$ cat config.mk
export PLATFORM = sky130hd
export DESIGN_NAME = fire_fec_encoder
export DESIGN_NICKNAME = d
export VERILOG_FILES = /design/src/rtl/fec_enc_pkg.sv /design/src/rtl/fec_transcode.sv /design/src/rtl/fec_parity.sv /design/src/rtl/fec_repack.sv /design/src/rtl/fec_scramble.sv /design/src/rtl/fire_fec_encoder.sv
export SDC_FILE = /design/constraint.sdc
export NUM_CORES = 1
export LEC_CHECK = 0
export ABC_AREA = 0
export BUFFER_PORTS_ARGS = -buffer_cell sky130_fd_sc_hd__buf_2
export CORE_MARGIN = 4
export CORE_UTILIZATION = 50
export DETAILED_ROUTE_END_ITERATION = 7
export PLACE_DENSITY = 0.71
export SYNTH_ARGS = -nofsm -noshare
export SYNTH_HDL_FRONTEND = slang
export SYNTH_HIERARCHICAL = 1
export SYNTH_SLANG_ARGS = --single-unit
$ cat constraint.sdc
create_clock -name clk -period 4.7 [get_ports clk]
set_input_delay 0.705 -clock clk [delete_from_list [all_inputs] [get_ports clk]]
set_output_delay 0.705 -clock clk [all_outputs]
set_load 0.05 [all_outputs]
$ cat src/rtl/fec_enc_pkg.sv
package fec_enc_pkg;
  parameter int BLK_W     = 66;
  parameter int TC_W      = BLK_W - 1;
  parameter int WORDS     = 32;
  parameter int IDX_W     = $clog2(WORDS);
  parameter int PAR_W     = 32;
  parameter int PN_W      = 58;
  parameter int PN_TAP    = 38;
  parameter int TC_FOLD   = 7;
  parameter logic [PAR_W-1:0] PAR_POLY = 32'h00A0_0805;

  typedef logic [TC_W-1:0]  tc_blk_t;
  typedef logic [PAR_W-1:0] par_t;
  typedef logic [PN_W-1:0]  pn_t;
  typedef logic [IDX_W-1:0] idx_t;

  // Divide one transcoded block into the running remainder, serial order.
  function automatic par_t par_step(input par_t r_in, input tc_blk_t d);
    par_t r;
    logic fb;
    r = r_in;
    for (int i = 0; i < TC_W; i++) begin
      fb = d[i] ^ r[PAR_W-1];
      r  = {r[PAR_W-2:0], 1'b0};
      if (fb) r = r ^ PAR_POLY;
    end
    return r;
  endfunction

  // Advance the whitening register by one output word; returns {state, bits}.
  function automatic logic [PN_W+BLK_W-1:0] pn_run(input pn_t s_in);
    pn_t s;
    logic [BLK_W-1:0] bits;
    s = s_in;
    for (int i = 0; i < BLK_W; i++) begin
      bits[i] = s[PN_W-1] ^ s[PN_TAP];
      s       = {s[PN_W-2:0], bits[i]};
    end
    return {s, bits};
  endfunction
endpackage

$ cat src/rtl/fec_transcode.sv
module fec_transcode
  import fec_enc_pkg::*;
(
  input  logic             clk,
  input  logic             rst_n,
  input  logic             in_valid,
  input  logic [BLK_W-1:0] in_block,
  output logic             a_vld,
  output idx_t             a_idx,
  output tc_blk_t          a_blk
);
  localparam idx_t LAST = idx_t'(WORDS - 1);

  idx_t    cnt_q;
  tc_blk_t blk_c;
  logic    tbit;
  logic    unused_hdr;

  assign unused_hdr = in_block[0];

  always_comb begin
    tbit  = in_block[1];
    blk_c = {in_block[BLK_W-1:2], tbit};
    blk_c[TC_FOLD] = blk_c[TC_FOLD] ^ tbit;
  end

  always_ff @(posedge clk or negedge rst_n) begin
    if (!rst_n) begin
      cnt_q <= '0;
      a_vld <= 1'b0;
      a_idx <= '0;
      a_blk <= '0;
    end else begin
      a_vld <= in_valid;
      if (in_valid) begin
        a_idx <= cnt_q;
        a_blk <= blk_c;
        cnt_q <= (cnt_q == LAST) ? '0 : cnt_q + 1'b1;
      end
    end
  end
endmodule

$ cat src/rtl/fec_parity.sv
module fec_parity
  import fec_enc_pkg::*;
(
  input  logic    clk,
  input  logic    rst_n,
  input  logic    a_vld,
  input  idx_t    a_idx,
  input  tc_blk_t a_blk,
  output par_t    par_q
);
  par_t seed;

  assign seed = (a_idx == '0) ? '0 : par_q;

  always_ff @(posedge clk or negedge rst_n) begin
    if (!rst_n) par_q <= '0;
    else if (a_vld) par_q <= par_step(seed, a_blk);
  end

  // the remainder only moves when a block arrives
  p_parity_hold_r4: assert property (@(posedge clk) disable iff (!rst_n)
    !a_vld |=> $stable(par_q));
endmodule

$ cat src/rtl/fec_repack.sv
module fec_repack
  import fec_enc_pkg::*;
(
  input  logic             clk,
  input  logic             rst_n,
  input  logic             a_vld,
  input  idx_t             a_idx,
  input  tc_blk_t          a_blk,
  input  par_t             par,
  output logic             w_vld,
  output idx_t             w_idx,
  output logic [BLK_W-1:0] w_data
);
  localparam idx_t LAST  = idx_t'(WORDS - 1);
  localparam int   POS_W = $clog2(TC_W);

  logic             b_vld;
  idx_t             b_idx;
  tc_blk_t          b_blk;
  tc_blk_t          nxt;
  logic [BLK_W-1:0] word_c;
  logic [POS_W-1:0] pos;

  always_comb begin
    nxt = '0;
    if (b_idx == LAST) begin
      for (int i = 0; i < PAR_W; i++) nxt[i] = par[PAR_W-1-i];
    end else begin
      nxt = a_blk;
    end
    for (int b = 0; b < BLK_W; b++) begin
      pos = POS_W'(b_idx) + POS_W'(b);
      if (int'(pos) < TC_W - 0 && (int'(b_idx) + b) < TC_W) word_c[b] = b_blk[pos];
      else word_c[b] = nxt[POS_W'(int'(b_idx) + b - TC_W)];
    end
  end

  always_ff @(posedge clk or negedge rst_n) begin
    if (!rst_n) begin
      b_vld  <= 1'b0;
      b_idx  <= '0;
      b_blk  <= '0;
      w_vld  <= 1'b0;
      w_idx  <= '0;
      w_data <= '0;
    end else begin
      b_vld <= a_vld;
      w_vld <= b_vld;
      if (a_vld) begin
        b_idx <= a_idx;
        b_blk <= a_blk;
      end
      if (b_vld) begin
        w_idx  <= b_idx;
        w_data <= word_c;
      end
    end
  end

  // the two blocks stitched into one word are neighbours in one frame
  p_idx_seq_r3: assert property (@(posedge clk) disable iff (!rst_n)
    (b_vld && b_idx != LAST) |-> (a_vld && a_idx == b_idx + 1'b1));
endmodule

$ cat src/rtl/fec_scramble.sv
module fec_scramble
  import fec_enc_pkg::*;
(
  input  logic             clk,
  input  logic             rst_n,
  input  logic             w_vld,
  input  idx_t             w_idx,
  input  logic [BLK_W-1:0] w_data,
  output logic             out_valid,
  output logic [BLK_W-1:0] out_word
);
  localparam logic [PN_W+BLK_W-1:0] FIRST_RUN = pn_run('1);
  localparam logic [BLK_W-1:0]      PN_FIRST  = FIRST_RUN[BLK_W-1:0];

  pn_t                   pn_q;
  pn_t                   seed;
  logic [PN_W+BLK_W-1:0] run;

  assign seed = (w_idx == '0) ? '1 : pn_q;
  assign run  = pn_run(seed);

  always_ff @(posedge clk or negedge rst_n) begin
    if (!rst_n) begin
      pn_q      <= '1;
      out_valid <= 1'b0;
      out_word  <= '0;
    end else begin
      out_valid <= w_vld;
      if (w_vld) begin
        out_word <= w_data ^ run[BLK_W-1:0];
        pn_q     <= run[PN_W+BLK_W-1:BLK_W];
      end
    end
  end

  // word 0 of every frame is whitened by the all-ones-seeded sequence
  p_pn_seed_r6: assert property (@(posedge clk) disable iff (!rst_n)
    (w_vld && w_idx == '0) |=> ((out_word ^ $past(w_data)) == PN_FIRST));
endmodule

$ cat src/rtl/fire_fec_encoder.sv
module fire_fec_encoder
  import fec_enc_pkg::*;
(
  input  logic             clk,
  input  logic             rst_n,
  input  logic             in_valid,
  input  logic [BLK_W-1:0] in_block,
  output logic             out_valid,
  output logic [BLK_W-1:0] out_word
);
  logic             a_vld;
  idx_t             a_idx;
  tc_blk_t          a_blk;
  par_t             par_q;
  logic             w_vld;
  idx_t             w_idx;
  logic [BLK_W-1:0] w_data;

  fec_transcode u_tc (
    .clk(clk), .rst_n(rst_n), .in_valid(in_valid), .in_block(in_block),
    .a_vld(a_vld), .a_idx(a_idx), .a_blk(a_blk));

  fec_parity u_par (
    .clk(clk), .rst_n(rst_n), .a_vld(a_vld), .a_idx(a_idx), .a_blk(a_blk),
    .par_q(par_q));

  fec_repack u_pack (
    .clk(clk), .rst_n(rst_n), .a_vld(a_vld), .a_idx(a_idx), .a_blk(a_blk),
    .par(par_q), .w_vld(w_vld), .w_idx(w_idx), .w_data(w_data));

  fec_scramble u_scr (
    .clk(clk), .rst_n(rst_n), .w_vld(w_vld), .w_idx(w_idx), .w_data(w_data),
    .out_valid(out_valid), .out_word(out_word));

  // Cycles since reset (saturating) and output-run position, for the checks below
  logic [2:0] age_q;
  idx_t       orun_q;

  always_ff @(posedge clk or negedge rst_n) begin
    if (!rst_n) begin
      age_q  <= '0;
      orun_q <= '0;
    end else begin
      if (age_q != 3'd4) age_q <= age_q + 3'd1;
      if (out_valid) orun_q <= (orun_q == idx_t'(WORDS - 1)) ? '0 : orun_q + 1'b1;
    end
  end

  // fixed four-cycle delay from accepted block to output word
  p_latency_r7: assert property (@(posedge clk) disable iff (!rst_n)
    (age_q == 3'd4) |-> (out_valid == $past(in_valid, 4)));

  // a run of output words only ends on a frame boundary
  p_frame_count_r8: assert property (@(posedge clk) disable iff (!rst_n)
    $fell(out_valid) |-> (orun_q == '0));
endmodule

==> flow_summary.yaml <==
placement:
  post-dp-hpwl_um: 90600
  routabilityCongestion: 1.057
  placedInstanceArea_mm2: 0.03456
  port_buffers: 134
detailed_routing:
  drt-initial-drc-count: 3553
  drc: 0
  drt-wirelength-per-cell_um: 29.51
  vias: 27549
  detail_route.vias_per_cell: 6.848
  first_pass_iters: 6
  antenna_left: 0
  routed_wirelength_um: 118700
timing:
  finalCritPeriodShare_pct: 88.17
  fin_worst_skew_ns: 0.03780
  fin_setup_tns_ns: 0
  period_needed_ns: 4.144
  max-slew-margin-rel_pct: 18.19
  maxSlewViolCount: 0
  hold_viol_final: 0
  setup_viol: 0
  rsz0062_at_grt: "false"
  fmax_mhz: 241.3
  max_slew.worst_pin.slew_ns: 1.227
critical_path:
  cp_data_required_time_ns: 5.24
  cp_max_fo: 23
  reg2reg_to: "u_pack/w_data[41]"
  crit_type: "register to register"
  startpoint_type: "register"
  cp-end-kind: "register"
  r2r-start: "u_pack/b_idx[3]"
  cp.arrival_ns: 4.69
  reg2reg_slack_ns: 0.56
  r2r_cells: 12
floorplanning:
  rows: 94
  core_area_mm2: 0.06563
  ioPinCount: 136
  die_y_um: 265.3
  die_w_um: 265.3
  initial_core_util_pct: 50.43
  dieArea_mm2: 0.07037
global_routing:
  grt_antenna_before_repair: 4
  grt_pass1_wl_um: 175300
  grt-ovfl-total: 0
  gr-usage-all-layers_pct: 32.85
  grt_pass1_vias: 26661
  grt_max_degree: 135
hold_path:
  hold_class: "input port to asynchronous set/reset pin"
logic_synthesis:
  avgSynthCellArea_um2: 10.77
  synth_edf_count: 0
  syn_area_mm2: 0.03309
  ys_warn_count: 6
  ys_seq_area_share_pct: 28.65
  async_flop_share_pct: 100.0
  ys_ff_latch: 376
  ys_types: 98
  netlist_instances: 3074
  synth_nets: 3179
  synth_ff_type: "dfrtp_1"
clock_network:
  cts_tree: "done"
  h-tree-depth: 2
  clk_pin_slew_ns: 0.06
  clock-sinks: 376
  clockBufferDepth: 3
  cts-hold-fix-buffers: 0
  root_buffer: "clkbuf_16"
  cts-resized-gates: 0
  clkLatencyLatePin_ns: 0.62
  post_cts_buffers: 0
  cts_buffers: 45
flow_run:
  cap_violations: 0
final_layout:
  final_cell_mix: "dfrtp_1, nand2_1, mux2_2, mux2i_1, xnor2_1"
  fill_cells: 5583
  design_area_mm2: 0.03613
  syn2layout_area_growth_pct: 9.176
  mostFrequentLayoutCell: "dfrtp_1"
  fin_nets: 3229
  drive_gt1_share_pct: 27.46
run_status:
  status: "finished clean"
worst max-delay path: stages (launching register included):
cell      delay [ns]
dfrtp_2         0.58
ha_1            0.30
and2_1          0.19
ha_4            0.37
buf_4           0.34
mux2_2          0.21
o22ai_1         0.09
or2_2           0.37
mux4_2          0.52
mux4_2          0.47
o21a_1          0.23
o211ai_2        0.23
o21a_1          0.16
synth_stat cells (7+ instances only):
cell type,count,area (µm²)
a22o_1,7,61.31
a31oi_1,24,150.1
a2111o_1,48,540.5
o211ai_1,13,97.59
xor2_1,72,630.6
buf_4,19,142.6
nand4_1,10,62.56
mux2_2,227,2556
nor3_1,31,155.2
nand3_1,85,425.4
a32oi_1,21,183.9
mux2_4,35,525.5
a211oi_1,18,135.1
or2_2,8,50.05
dfstp_2,58,1524
o22a_1,24,210.2
o221ai_1,49,429.2
o21ai_1,19,95.09
a21oi_1,138,690.7
nor2_1,158,593.1
nor4_1,14,87.58
xnor3_1,41,923.4
and2_1,13,81.33
ha_1,35,437.9
o21ai_0,86,430.4
a211o_1,24,210.2
mux4_2,200,4504
nand2b_1,19,118.9
clkbuf_1,124,465.5
xnor2_1,218,1909
dfrtp_1,318,7958
buf_2,47,235.2
mux2i_1,223,2232
nor2b_1,41,256.5
buf_1,13,48.80
xor3_1,26,618.1
buf_6,11,123.9
o22ai_1,26,162.7
mux2_1,24,270.3
nand2_1,289,1085
inv_1,74,277.8
xnor2_2,10,162.7
per-layer routing:
metal  global-route usage [%]  routed length [µm]  part of all wire, %
met1                    45.37               47250                   40
met5                        0                   0                    0
met4                    15.71                6957                  5.9
met2                    50.03               52610                   44
met3                    6.530               11900                   10
worst max path at each step:
stage	startpoint	to
2_1_floorplan	u_pack/b_idx[2]	u_pack/w_data[58]
3_3_place_gp	u_pack/b_idx[3]	u_pack/w_data[41]
3_5_place_dp	u_pack/b_idx[3]	u_pack/w_data[41]
4_1_cts	u_pack/b_idx[3]	u_pack/w_data[41]
5_1_grt	u_pack/b_idx[3]	u_pack/w_data[44]
6_report	u_pack/b_idx[3]	u_pack/w_data[41]
area by class of cell:
class | count | area, µm² | area share (%)
Multi-Input combinational cell | 2398 | 22270 | 61.62
Sequential cell | 376 | 9502 | 26.30
Timing Repair Buffer | 222 | 1406 | 3.892
Clock buffer | 59 | 1249 | 3.456
Tap cell | 864 | 1081 | 2.992
Clock inverter | 21 | 315.3 | 0.8727
Inverter | 81 | 307.8 | 0.8519
Antenna cell | 2 | 5.005 | 0.01385
sequential cells by signal, indices dropped and copies added, names as in the netlist:
name and count:
u_pack/b_blk 65, u_tc/cnt_q 5, u_pack/w_idx 5, u_par/par_q 32, u_tc/a_blk 65, u_pack/w_vld 1, u_scr/out_word 66, u_tc/a_idx 5
u_pack/b_vld 1, u_tc/a_vld 1, u_scr/pn_q 58, u_pack/w_data 66, u_pack/b_idx 5, u_scr/out_valid 1
logic make-up after synthesis:
family	share of synthesized area [%]
XOR/XNOR	13.26
flip-flops	28.65
adder cells (fa/ha/maj)	1.384
AO/OA/AOI/OAI	12.45
buffers and inverters	4.193
multiplexers	30.48
AND/OR/NAND/NOR	9.584
stage by stage:
stage | instances | utilization (%) | setup slack (ns) | hold WS [ns]
final | 4023 | 55.05 | 0.5562 | 0.1218
after global routing | 4021 | 55.05 | 0.4385 | 0.1666
after CTS | 4021 | 55.05 | 0.6367 | 0.1464
after detailed placement | 3941 | 52.66 | 0.6770 | 0.5010
after global placement | 3941 | 52.66 | 0.7410 | 0.4925
after floorplan | 3074 | - | 0.3557 | 0.3519
Power is not shown: default switching activity piles up to over one toggle a cycle in this logic, so the estimate is an artifact.
